$ cat config.mk
export PLATFORM = sky130hd
export DESIGN_NAME = nic_regfile
export DESIGN_NICKNAME = d
export VERILOG_FILES = /design/src/rtl/nic_regs_pkg.sv /design/src/rtl/nic_word_reg.sv /design/src/rtl/nic_cmd_ctrl.sv /design/src/rtl/nic_irq_stat.sv /design/src/rtl/nic_regfile.sv
export SDC_FILE = /design/constraint.sdc
export NUM_CORES = 1
export LEC_CHECK = 0
export BUFFER_PORTS_ARGS = -buffer_cell sky130_fd_sc_hd__buf_2
export CAP_MARGIN = 20
export CORE_AREA = 4 4 135 85
export DETAILED_ROUTE_END_ITERATION = 12
export DIE_AREA = 0 0 139 89
export PLACE_DENSITY = 0.59
export SYNTH_ARGS = -nofsm -noshare
export SYNTH_HDL_FRONTEND = slang
export SYNTH_SLANG_ARGS = --single-unit
export TNS_END_PERCENT = 1
$ cat constraint.sdc
create_clock -name clk -period 2.4 [get_ports clk]
set_input_delay 0 -clock clk [delete_from_list [all_inputs] [get_ports clk]]
set_output_delay 0 -clock clk [all_outputs]
set_load 0.005 [all_outputs]
$ cat src/rtl/nic_regs_pkg.sv
package nic_regs_pkg;
  // command register bit positions
  localparam int CMD_STOP = 0;
  localparam int CMD_XMIT = 2;
  localparam int CMD_RRD  = 3;
  localparam int CMD_RWR  = 4;

  // status register bit positions
  localparam int ST_TXOK = 1;
  localparam int ST_DMA  = 6;
  localparam int ST_RST  = 7;

  localparam logic [7:0] CMD_RST_VAL  = 8'h01;
  localparam logic [7:0] STAT_RST_VAL = 8'h80;
  localparam logic [7:0] IRQ_ELIGIBLE = 8'h7F;
  localparam logic [7:0] TSR_DONE     = 8'h01;

  // effective addresses {page, offset}
  localparam logic [5:0] EA_TPG  = 6'h04;
  localparam logic [5:0] EA_TCL  = 6'h05;
  localparam logic [5:0] EA_TCH  = 6'h06;
  localparam logic [5:0] EA_STAT = 6'h07;
  localparam logic [5:0] EA_RAL  = 6'h08;
  localparam logic [5:0] EA_RAH  = 6'h09;
  localparam logic [5:0] EA_RCL  = 6'h0A;
  localparam logic [5:0] EA_RCH  = 6'h0B;
  localparam logic [5:0] EA_MASK = 6'h0F;
  localparam logic [5:0] RB_TPG  = 6'h24;
  localparam logic [5:0] RB_TCL  = 6'h25;
  localparam logic [5:0] RB_TCH  = 6'h26;
  localparam logic [5:0] RB_RCL  = 6'h2A;
  localparam logic [5:0] RB_RCH  = 6'h2B;
  localparam logic [5:0] RB_MASK = 6'h2F;
endpackage

$ cat src/rtl/nic_word_reg.sv
module nic_word_reg #(
  parameter int BYTE_W = 8,
  localparam int WORD_W = 2 * BYTE_W
) (
  input  logic              clk,
  input  logic              rst_n,
  input  logic              wr_lo,
  input  logic              wr_hi,
  input  logic [BYTE_W-1:0] din,
  output logic [WORD_W-1:0] q
);
  always_ff @(posedge clk or negedge rst_n) begin
    if (!rst_n) begin
      q <= '0;
    end else begin
      if (wr_lo) q[BYTE_W-1:0]      <= din;
      if (wr_hi) q[WORD_W-1:BYTE_W] <= din;
    end
  end

  // a byte write leaves the other byte untouched
  p_byte_merge_r8: assert property (@(posedge clk) disable iff (!rst_n)
    (wr_lo && !wr_hi) |=> $stable(q[WORD_W-1:BYTE_W]));
endmodule

$ cat src/rtl/nic_cmd_ctrl.sv
module nic_cmd_ctrl
  import nic_regs_pkg::*;
#(
  parameter int DATA_W = 8
) (
  input  logic              clk,
  input  logic              rst_n,
  input  logic              cmd_wr,
  input  logic [DATA_W-1:0] wdata,
  input  logic              rcnt_zero,
  output logic [DATA_W-1:0] cmd_q,
  output logic [DATA_W-1:0] tsr_q,
  output logic              tx_req,
  output logic              run_wr,
  output logic              dma_zero,
  output logic              xmit_go
);
  assign run_wr   = cmd_wr & ~wdata[CMD_STOP];
  assign xmit_go  = run_wr & wdata[CMD_XMIT];
  assign dma_zero = run_wr & (wdata[CMD_RRD] | wdata[CMD_RWR]) & rcnt_zero;

  always_ff @(posedge clk or negedge rst_n) begin
    if (!rst_n) begin
      cmd_q  <= CMD_RST_VAL;
      tsr_q  <= '0;
      tx_req <= 1'b0;
    end else begin
      tx_req <= xmit_go;
      if (cmd_wr) begin
        cmd_q <= wdata;
        if (xmit_go) cmd_q[CMD_XMIT] <= 1'b0;
      end
      if (xmit_go) tsr_q <= TSR_DONE;
    end
  end

  // a request pulse coincides with a self-cleared command and done status
  p_tx_handshake_r7: assert property (@(posedge clk) disable iff (!rst_n)
    tx_req |-> (!cmd_q[CMD_XMIT] && tsr_q == TSR_DONE));
  // the command register only changes on a command write
  p_cmd_hold_r1: assert property (@(posedge clk) disable iff (!rst_n)
    !cmd_wr |=> $stable(cmd_q));
  // with the stop bit set no request follows
  p_stop_blocks_r7: assert property (@(posedge clk) disable iff (!rst_n)
    (cmd_wr && wdata[CMD_STOP]) |=> !tx_req);
endmodule

$ cat src/rtl/nic_irq_stat.sv
module nic_irq_stat
  import nic_regs_pkg::*;
#(
  parameter int DATA_W = 8,
  localparam int EVT_W = DATA_W - 1
) (
  input  logic              clk,
  input  logic              rst_n,
  input  logic              clr_wr,
  input  logic              mask_wr,
  input  logic [DATA_W-1:0] wdata,
  input  logic [EVT_W-1:0]  evt_set,
  input  logic              set_txok,
  input  logic              set_dma,
  input  logic              clr_rst,
  output logic [DATA_W-1:0] stat_q,
  output logic [DATA_W-1:0] mask_q,
  output logic              irq
);
  logic [DATA_W-1:0] clr_bits, set_bits, stat_nxt;

  always_comb begin
    clr_bits = clr_wr ? (wdata & IRQ_ELIGIBLE) : '0;
    set_bits = {1'b0, evt_set};
    set_bits[ST_TXOK] = set_bits[ST_TXOK] | set_txok;
    set_bits[ST_DMA]  = set_bits[ST_DMA]  | set_dma;
    stat_nxt = (stat_q & ~clr_bits) | set_bits;
    if (clr_rst) stat_nxt[ST_RST] = 1'b0;
  end

  always_ff @(posedge clk or negedge rst_n) begin
    if (!rst_n) begin
      stat_q <= STAT_RST_VAL;
      mask_q <= '0;
    end else begin
      stat_q <= stat_nxt;
      if (mask_wr) mask_q <= wdata;
    end
  end

  assign irq = |(stat_q & mask_q & IRQ_ELIGIBLE);

  // once cleared, the reset flag stays clear until reset
  p_rst_flag_sticky_r5: assert property (@(posedge clk) disable iff (!rst_n)
    !stat_q[ST_RST] |=> !stat_q[ST_RST]);
  // the reset flag alone never asserts the interrupt
  p_rst_no_irq_r3: assert property (@(posedge clk) disable iff (!rst_n)
    (stat_q == STAT_RST_VAL) |-> !irq);
  // a zero-length remote DMA completes on the command edge
  p_dma_zero_r6: assert property (@(posedge clk) disable iff (!rst_n)
    set_dma |=> stat_q[ST_DMA]);

  for (genvar k = 0; k < EVT_W; k++) begin : g_evt_chk
    // an event sets its bit even against a simultaneous clear
    p_evt_sets_r10: assert property (@(posedge clk) disable iff (!rst_n)
      evt_set[k] |=> stat_q[k]);
  end
endmodule

$ cat src/rtl/nic_regfile.sv
module nic_regfile
  import nic_regs_pkg::*;
#(
  parameter int OFS_W  = 4,
  parameter int DATA_W = 8,
  localparam int PAGE_W = 2,
  localparam int EA_W   = OFS_W + PAGE_W,
  localparam int WORD_W = 2 * DATA_W,
  localparam int EVT_W  = DATA_W - 1,
  localparam int NWORD  = 3
) (
  input  logic              clk,
  input  logic              rst_n,
  input  logic              bus_wr,
  input  logic [OFS_W-1:0]  bus_addr,
  input  logic [DATA_W-1:0] bus_wdata,
  output logic [DATA_W-1:0] bus_rdata,
  input  logic [EVT_W-1:0]  evt_set,
  output logic              irq,
  output logic              tx_req,
  output logic [DATA_W-1:0] tx_page,
  output logic [WORD_W-1:0] tx_count,
  output logic [WORD_W-1:0] dma_addr,
  output logic [WORD_W-1:0] dma_count
);
  localparam logic [EA_W-1:0] LO_EA [NWORD] = '{EA_TCL, EA_RAL, EA_RCL};
  localparam logic [EA_W-1:0] HI_EA [NWORD] = '{EA_TCH, EA_RAH, EA_RCH};

  logic [DATA_W-1:0] cmd_q, tsr_q, stat_q, mask_q, tpg_q;
  logic [EA_W-1:0]   ea;
  logic              cmd_sel, cmd_wr, reg_wr;
  logic              run_wr, dma_zero, xmit_go;
  logic [WORD_W-1:0] word_q [NWORD];

  assign ea      = {cmd_q[DATA_W-1 -: PAGE_W], bus_addr};
  assign cmd_sel = (bus_addr == '0);
  assign cmd_wr  = bus_wr & cmd_sel;
  assign reg_wr  = bus_wr & ~cmd_sel;

  nic_cmd_ctrl #(.DATA_W(DATA_W)) u_cmd (
    .clk      (clk),
    .rst_n    (rst_n),
    .cmd_wr   (cmd_wr),
    .wdata    (bus_wdata),
    .rcnt_zero(word_q[2] == '0),
    .cmd_q    (cmd_q),
    .tsr_q    (tsr_q),
    .tx_req   (tx_req),
    .run_wr   (run_wr),
    .dma_zero (dma_zero),
    .xmit_go  (xmit_go)
  );

  nic_irq_stat #(.DATA_W(DATA_W)) u_stat (
    .clk     (clk),
    .rst_n   (rst_n),
    .clr_wr  (reg_wr && ea == EA_STAT),
    .mask_wr (reg_wr && ea == EA_MASK),
    .wdata   (bus_wdata),
    .evt_set (evt_set),
    .set_txok(xmit_go),
    .set_dma (dma_zero),
    .clr_rst (run_wr),
    .stat_q  (stat_q),
    .mask_q  (mask_q),
    .irq     (irq)
  );

  for (genvar g = 0; g < NWORD; g++) begin : g_word
    nic_word_reg #(.BYTE_W(DATA_W)) u_word (
      .clk  (clk),
      .rst_n(rst_n),
      .wr_lo(reg_wr && ea == LO_EA[g]),
      .wr_hi(reg_wr && ea == HI_EA[g]),
      .din  (bus_wdata),
      .q    (word_q[g])
    );
  end

  always_ff @(posedge clk or negedge rst_n) begin
    if (!rst_n)                      tpg_q <= '0;
    else if (reg_wr && ea == EA_TPG) tpg_q <= bus_wdata;
  end

  always_comb begin
    bus_rdata = '0;
    if (cmd_sel) begin
      bus_rdata = cmd_q;
    end else begin
      unique case (ea)
        EA_TPG:  bus_rdata = tsr_q;
        EA_STAT: bus_rdata = stat_q;
        EA_RAL:  bus_rdata = word_q[1][DATA_W-1:0];
        EA_RAH:  bus_rdata = word_q[1][WORD_W-1:DATA_W];
        RB_TPG:  bus_rdata = tpg_q;
        RB_TCL:  bus_rdata = word_q[0][DATA_W-1:0];
        RB_TCH:  bus_rdata = word_q[0][WORD_W-1:DATA_W];
        RB_RCL:  bus_rdata = word_q[2][DATA_W-1:0];
        RB_RCH:  bus_rdata = word_q[2][WORD_W-1:DATA_W];
        RB_MASK: bus_rdata = mask_q;
        default: bus_rdata = '0;
      endcase
    end
  end

  assign tx_page   = tpg_q;
  assign tx_count  = word_q[0];
  assign dma_addr  = word_q[1];
  assign dma_count = word_q[2];

  // a write on a page other than 0 leaves every 16-bit value intact
  p_banked_ignore_r11: assert property (@(posedge clk) disable iff (!rst_n)
    (reg_wr && ea[EA_W-1 -: PAGE_W] != '0) |=> ($stable(tx_count) && $stable(dma_addr) && $stable(dma_count)));
  // the transmit page only moves on its own write
  p_tpg_hold_r12: assert property (@(posedge clk) disable iff (!rst_n)
    !(reg_wr && ea == EA_TPG) |=> $stable(tx_page));
endmodule

==> results by group, run 1 <==
Global route
  • Largest net degree at the start of global routing: 56
  • Number of global-route vias before repair: between 3k and 4k
  • Antenna violations before repair: 0
  • GRT Resource Usage Total: roughly 21%
  • Global-route wire length before repair: approximately 19000 um
  • Total gr overflow: 0

Critical path
  • FF-to-FF setup slack: 0.37 ns
  • Critical Path RT: about 2.4 ns
  • CP Capture Type: output port
  • Startpoint Class: flop
  • Crit path max fanout: 11
  • Worst Path Arrival: between 2 and 2.5 ns
  • Critical path class: flop to output port

Yosys
  • Syn Area/Cell: around 13 um2
  • Mux share of post-synthesis cell area: a little under a quarter
  • Yosys reg bits: approximately 80
  • Post-synth EDFFs: 0
  • Most used DFF post-synth: dfrtp_1
  • Cell Area, Synth: a little over 4000 um2
  • Post-synthesis simple-gate area fraction: between 10% and 20%
  • Largest family of logic cells by synthesized area: multiplexers
  • Total of warnings raised by yosys: 0
  • Post-Synth Adder-Cell Area: 0%
  • Yosys cell types: 47
  • Top cell type's share of synthesized area: between 40% and 50%
  • Post-synthesis xor/xnor area fraction: 0%
  • Synth Area in Compound Gates: about a tenth
  • Syn Nets: 333
  • Async SR Flop Fraction: between 90% and 100%
  • Post-synthesis sequential area ratio: 50.98%
  • Post-synth top area cell: dfrtp_1
  • Synth top area cells: dfrtp_1, mux2_2, mux2_1, a22oi_1, nor4_4
  • Mapped Cells: just over 300

Timing
  • Max-slew headroom: between 50% and 60%
  • Final worst slack: roughly 0.18 ns
  • Slew Limit Fails: 0
  • Measured slew at the worst slew-check pin: between 0.7 and 0.8 ns
  • Setup violators final: 0
  • Final Hold Fails: 0
  • RSZ-0062 raised after global routing: no
  • Final period util: a little over 90%
  • Fin crit period: 2.217 ns
  • Setup TNS: 0 ns
  • Fmax: 451.1 MHz
  • Setup Skew: ~0.0060 ns

Layout
  • Fill count: 967
  • Final Instance Count excl. Fillers: around 550
  • Share of layout cells above drive strength 1: a little under half
  • Area of the multi-input gates: about 1900 um2
  • Storage cell area: 2056 um2
  • Layout area overhead: 24.37%
  • Layout Nets: approximately 430
  • Ant diodes: 0

Die
  • Die Y: between 80 and 90 um
  • Initial Utilization: roughly two fifths
  • Chip width: about 140 um
  • Boundary Pins: around 90
  • # rows: 29
  • Die Area: around 12000 um2
  • Core Footprint: 10300 um2

Detailed routing
  • Post-route DRC: 0
  • Final wirelength: between 10000 and 15000 um
  • WL per Instance: ~23 um
  • Vias/cell: ~5.8
  • Post-detailed-route count of antenna-violating nets: 0
  • First-pass detailed-route iteration total: 6
  • Initial DRC Count: approximately 230
  • Total number of vias: 3153

Placement
  • Placed Cells incl. Taps: ~520
  • Final HPWL DP: a little over 9000 um
  • DP Worst Slack: roughly 0.42 ns
  • PortBufs: 87
  • Final RePlAce weighted congestion: 0.9059

Power and ir drop
  • Switching pwr: around 1300 uW
  • Max VDD drop: roughly 470 uV
  • Reg power frac: approximately 45%
  • Clock share of power: between 30% and 40%
  • Sw Ratio: around 28%
  • Pint: 3235 uW
  • Static leakage: around 0.0023 uW
  • Logic pwr share: between 20% and 30%
  • P per Cell Area: ~900 nW/um2

Hold path
  • Worst min-delay path category: input pin to flop

Clock network
  • Longest Clk Path Bufs: 2
  • CTS tree: done
  • CTS buffer count: 9
  • Clock-pin transition on the worst setup and hold timing paths: about 0.06 ns
  • Skew-Pair Late Insertion Delay: approximately 0.34 ns
  • H-tree lvl count: 3
  • CTS sink cnt: 82
  • CTS root buf: clkbuf_16

Run status
  • Status: complete, no violations

Job
  • Max Cap Viol: 0
power groups by stage:
| stage | sequential (uW) | combinational [uW] | clock [uW] |
|---|---|---|---|
| detailed placement | 2020 | 954 | 0 |
| global route | 2050 | 1060 | 1650 |
| floorplan | 1960 | 490 | 0 |
| global placement | 2010 | 931 | 0 |
| finish | 2010 | 956 | 1550 |
| CTS | 2000 | 970 | 1580 |
area by class of cell:
cell class / instances / share of cell area, %
clock buffers: 11 / 4.643
clock inverters: 5 / 2.047
inverters: 1 / 0.07489
multi-input cells: 210 / 37.42
flip-flops and latches: 82 / 41.01
well taps: 139 / 3.470
repair buffers: 100 / 11.33
per-stage QoR:
stage	cell area [um2]	util (%)	total power, uW	hold WS, ns
final	5012	48.64	4518	0.02379
after CTS	5011	48.63	4553	0.01712
after floorplan	4030	-	2448	-0.2956
after global routing	5012	48.64	4757	0.04423
after global placement	4596	44.60	2944	0.1052
after detailed placement	4596	44.60	2978	0.1118
critical path, stage by stage (launching register included):
cell and delay [ns]:
dfrtp_1 0.48, and4bb_2 0.39, a32o_1 0.29, a2111oi_0 0.41
nand3_1 0.14, buf_2 0.16
kinds of logic (layout without fill, tap and decap cells):
logic type	after synthesis	in the layout
compound gates	47	47
buf+inv	19	117
flops	82	82
mux	84	84
simple gates	79	79
placed cells by master (no fill, tap or decap), drive strengths merged, types with 3 or more instances in the layout:
cell,n
a22oi,13
a2bb2oi,3
clkbuf,11
nand4,10
a32oi,5
dfrtp,80
nor2b,6
nand2,19
mux2,79
a32o,4
nand3,8
mux2i,5
dlygate4sd3,8
and3,5
buf,92
bufinv,3
a21o,7
nor3,3
nor2,7
nor4,11
repair_timing:
item,4_1_cts,5_1_grt
endpoints found under the setup margin,0,2
hold endpoints to repair,59,0
gates resized for setup,0,2
buffers inserted,0,0
hold buffers,8,0
synth_stat cells, drive strengths merged (3+ instances only):
library cell,count
a32oi,5
dfrtp,80
nand3,8
a22oi,13
mux2i,5
nor3,3
mux2,79
a32o,4
nand4,10
nor2,7
nor4,11
a21o,7
nor2b,6
nand2,19
a2bb2oi,3
buf,11
and3,5
clkbuf,7
per-layer routing:
| metal | share of wire [%] | up-vias | track usage (%) |
|---|---|---|---|
| met5 | 0 | - | 0 |
| met4 | 1.0 | 0 | 4.707 |
| met3 | 7.6 | 14 | 7.162 |
| met2 | 40 | 130 | 28.31 |
| met1 | 51 | 1636 | 31.61 |
| li1 | - | 1373 | - |
flip-flops by register name, indices dropped and copies added (netlist names):
name             flops
u_cmd.tsr_q          1
u_stat.stat_q        8
u_stat.mask_q        8
g_word.u_word.q     48
u_cmd.cmd_q          8
tx_page              8
u_cmd.tx_req         1
final timing paths:
path                                     start                      to  depth (start not counted)
worst max-delay path            u_cmd.cmd_q[7]            bus_rdata[5]                          5
worst min-delay path              bus_wdata[1]   g_word[1].u_word.q[1]                          2
worst max register to register  u_cmd.cmd_q[7]        u_stat.mask_q[1]                          4
worst min register to register  u_cmd.tsr_q[0]          u_cmd.tsr_q[0]                          1
max in group asynchronous                rst_n  g_word[2].u_word.q[15]                          3
min in group asynchronous                rst_n              tx_page[4]                          2
Power figures use the tool's default switching activity.
==> run 2: changes to the inputs <==
--- a/config.mk
+++ b/config.mk
@@ -5,11 +5,13 @@
 export SDC_FILE = /design/constraint.sdc
 export NUM_CORES = 1
 export LEC_CHECK = 0
+export ABC_AREA = 1
 export BUFFER_PORTS_ARGS = -buffer_cell sky130_fd_sc_hd__buf_2
 export CAP_MARGIN = 20
-export CORE_AREA = 4 4 135 85
+export CORE_AREA = 4 4 133 84
 export DETAILED_ROUTE_END_ITERATION = 12
-export DIE_AREA = 0 0 139 89
+export DIE_AREA = 0 0 137 88
+export GPL_TIMING_DRIVEN = 0
 export PLACE_DENSITY = 0.59
 export SYNTH_ARGS = -nofsm -noshare
 export SYNTH_HDL_FRONTEND = slang
==> run 2 against run 1 <==
  * Area after synthesis decreased by 3.5%
  * Design area fell by 1.8%
  * Clock-buffer cell count up 3
  * Combinational power shrank 12%
  * Critical path depth is 4 higher
  * Critical path type unchanged
==> results by group, run 2 <==
Run status
  • Status: complete, no violations (unchanged)

Yosys
  • Yosys reg bits: 82 (unchanged)
  • Cell Area, Synth: 3887 um2 (was 4030 um2)
  • Mapped Cells: 492 (was 311)
  • Post-synth EDFFs: 0 (unchanged)
  • Post-synth top area cell: dfrtp_1 (unchanged)
  • Top cell type's share of synthesized area: 51.50% (was 49.67%)
  • Top-count cell post-synth: nand2_1 (was dfrtp_1)
  • Top post-synthesis cells by count: nand2_1, dfrtp_1, nand3_1 (was dfrtp_1, mux2_2, mux2_1)
  • Async SR Flop Fraction: 100.0% (unchanged)
  • Post-synthesis sequential area ratio: 52.85% (was 50.98%)
  • Synth top area cells: dfrtp_1, nand2_1, nand3_1, o21ai_0, nor2_1 (was dfrtp_1, mux2_2, mux2_1, a22oi_1, nor4_4)
  • Most used DFF post-synth: dfrtp_1 (unchanged)
  • Syn Nets: 514 (was 333)
  • Syn Area/Cell: 7.901 um2 (was 12.96 um2)
  • Yosys cell types: 22 (was 47)
  • Total of warnings raised by yosys: 0 (unchanged)

Timing
  • Measured slew at the worst slew-check pin: 0.7759 ns (was 0.7347 ns)
  • Final worst slack: 0.1886 ns (was 0.1834 ns)
  • Setup TNS: 0 ns (unchanged)
  • Setup Skew: 0.004685 ns (was 0.006002 ns)
  • Final period util: 92.14% (was 92.36%)
  • Fmax: 452.2 MHz (was 451.1 MHz)
  • Slew Limit Fails: 0 (unchanged)
  • Setup violators final: 0 (unchanged)
  • Final Hold Fails: 0 (unchanged)
  • Fin crit period: 2.211 ns (was 2.217 ns)
  • Max-slew headroom: 48.27% (was 51.02%)
  • RSZ-0062 raised after global routing: no (unchanged)

Die
  • Boundary Pins: 88 (unchanged)
  • Chip width: 137 um (was 139 um)
  • # rows: 28 (was 29)
  • Initial Utilization: 39.63% (was 39.11%)
  • Core Footprint: 9809 um2 (was 10300 um2)
  • Die Area: 12060 um2 (was 12370 um2)
  • Die Y: 88 um (was 89 um)

Power and ir drop
  • Static leakage: 0.002486 uW (was 0.002260 uW)
  • Total Power: 4193 uW (was 4518 uW)
  • Sw Ratio: 30.90% (was 28.39%)
  • Clock share of power: 33.3% (was 34.4%)
  • Max VDD drop: 386.3 uV (was 467.9 uV)
  • P per Cell Area: 852.1 nW/um2 (was 901.3 nW/um2)
  • Logic pwr share: 20.0% (was 21.1%)
  • Switching pwr: 1296 uW (was 1283 uW)
  • Reg power frac: 46.8% (was 44.5%)
  • Pint: 2897 uW (was 3235 uW)

Global route
  • Total gr overflow: 0 (unchanged)
  • Global-route wire length before repair: 20620 um (was 19260 um)
  • Number of global-route vias before repair: 3626 (was 3179)
  • GRT Resource Usage Total: 23.20% (was 20.80%)
  • Largest net degree at the start of global routing: 67 (was 56)
  • Antenna violations before repair: 0 (unchanged)

Detailed routing
  • Total number of vias: 3904 (was 3153)
  • Post-detailed-route count of antenna-violating nets: 0 (unchanged)
  • Final wirelength: 13450 um (was 12350 um)
  • Initial DRC Count: 357 (was 232)
  • WL per Instance: 18.15 um (was 22.53 um)
  • First-pass detailed-route iteration total: 5 (was 6)
  • Vias/cell: 5.269 (was 5.754)
  • Post-route DRC: 0 (unchanged)

Clock network
  • Longest Clk Path Bufs: 2 (unchanged)
  • CTS buffer count: 9 (unchanged)
  • Clock-pin transition on the worst setup and hold timing paths: 0.06 ns (about the same)
  • CTS sink cnt: 82 (unchanged)
  • CTS tree: done (unchanged)
  • H-tree lvl count: 3 (unchanged)
  • Skew-Pair Late Insertion Delay: 0.34 ns (about the same)
  • Post_cts resized: 0 (unchanged)
  • CTS root buf: clkbuf_16 (unchanged)

Placement
  • DP Worst Slack: 0.5913 ns (was 0.4236 ns)
  • PortBufs: 87 (unchanged)
  • Placed Cells incl. Taps: 715 (was 524)
  • Final RePlAce weighted congestion: 0.9224 (was 0.9059)
  • Cell Area, Placed: 4522 um2 (was 4596 um2)
  • Final HPWL DP: 9800 um (was 9196 um)

Layout
  • Area of the multi-input gates: 1619 um2 (was 1876 um2)
  • Fill count: 993 (was 967)
  • Share of layout cells above drive strength 1: 21.45% (was 45.72%)
  • Layout area overhead: 26.59% (was 24.37%)
  • Most frequent cells in the layout: nand2_1, buf_2, dfrtp_1 (was buf_2, dfrtp_1, mux2_2)
  • Ant diodes: 0 (unchanged)
  • Layout Nets: 623 (was 426)
  • Number of flip-flops under the largest register name: 48 (unchanged)
  • Final Instance Count excl. Fillers: 741 (was 548)
  • Storage cell area: 2054 um2 (was 2056 um2)
  • Commonest non-fill, non-tap cell in the layout: nand2_1 (was buf_2)
  • Reg with most FFs: g_word.u_word.q (unchanged)
  • Post-route cell area: 4921 um2 (was 5012 um2)

Critical path
  • Critical Path RT: 2.40 ns (about the same)
  • CP Capture Type: output port (unchanged)
  • Critical path class: flop to output port (unchanged)
  • Crit path max fanout: 10 (was 11)
  • Worst Path Arrival: 2.21 ns (was 2.22 ns)
  • Startpoint Class: flop (unchanged)

Job
  • Max Cap Viol: 0 (unchanged)

Hold path
  • Worst min-delay path category: input pin to asynchronous set/reset pin (was input pin to flop)
## run 2: final cells by class
cell class	instances	share of cell area, %
sequential	82	41.75
tap	135	3.432
buffer	17	1.678
clock buffer	14	5.365
timing repair buffer	98	11.49
inverter	35	2.670
multi-input combinational	358	32.90
clock inverter	2	0.7119
## run 2: kinds of logic (layout without fill, tap and decap cells)
family                 after synthesis  count (layout)  synth area share (%)
and+or+nand+nor                    278             278                 31.19
DFF                                 82              82                 52.85
buffers and inverters               52             166                 5.504
AOI/OAI and AO/OA                   80              80                 10.46
## run 2: critical path, stage by stage (launching register included)
cell      delay [ns]
dfrtp_1         0.40
inv_2           0.06
nand2_1         0.12
inv_1           0.23
clkbuf_1        0.45
nand3_1         0.19
nand3_1         0.16
nor2_1          0.05
nand3_1         0.09
buf_2           0.12
## run 2: final timing paths
kind	from	endpoint	slack, ns	depth (start not counted)
worst max-delay path	u_cmd.cmd_q[6]	bus_rdata[0]	0.19	9
worst min-delay path	rst_n	u_cmd.cmd_q[1]	0.07	2
worst max register to register	u_cmd.cmd_q[7]	u_stat.stat_q[6]	0.55	6
worst min register to register	u_stat.stat_q[7]	u_stat.stat_q[7]	0.45	2
max in group asynchronous	rst_n	u_cmd.cmd_q[0]	1.71	3
min in group clk	bus_wdata[4]	u_stat.stat_q[6]	0.09	5
## run 2: repair_timing
item / in CTS / in global routing
hold endpoints to repair: 89 / 0
endpoints found under the setup margin: 0 / 0
hold buffers: 10 / 0
setup buffers: 0 / 0
## run 2: power groups by stage
stage                     Combinational (uW)  Sequential (uW)  Clock, uW
final                                    837             1960       1400
after global routing                     954             2000       1470
after CTS                                844             1950       1420
after detailed placement                 833             1970          0
after global placement                   802             1960          0
after floorplan                          391             1910          0
## run 2: through the flow
step                utilization [%]  hold WS, ns
CTS                           50.17      0.06648
floorplan                         -      -0.2956
detailed placement            46.10      -0.1102
global route                  50.17      0.06555
global placement              45.79       0.1914
finish                        50.17      0.06718
## run 2: layer usage
layer	wire length [um]	global-route usage, %	vias up
met4	153	6.159	0
met2	5602	32.10	166
met3	1146	5.166	15
li1	-	-	1836
met1	6549	36.30	1887
met5	0	0	-
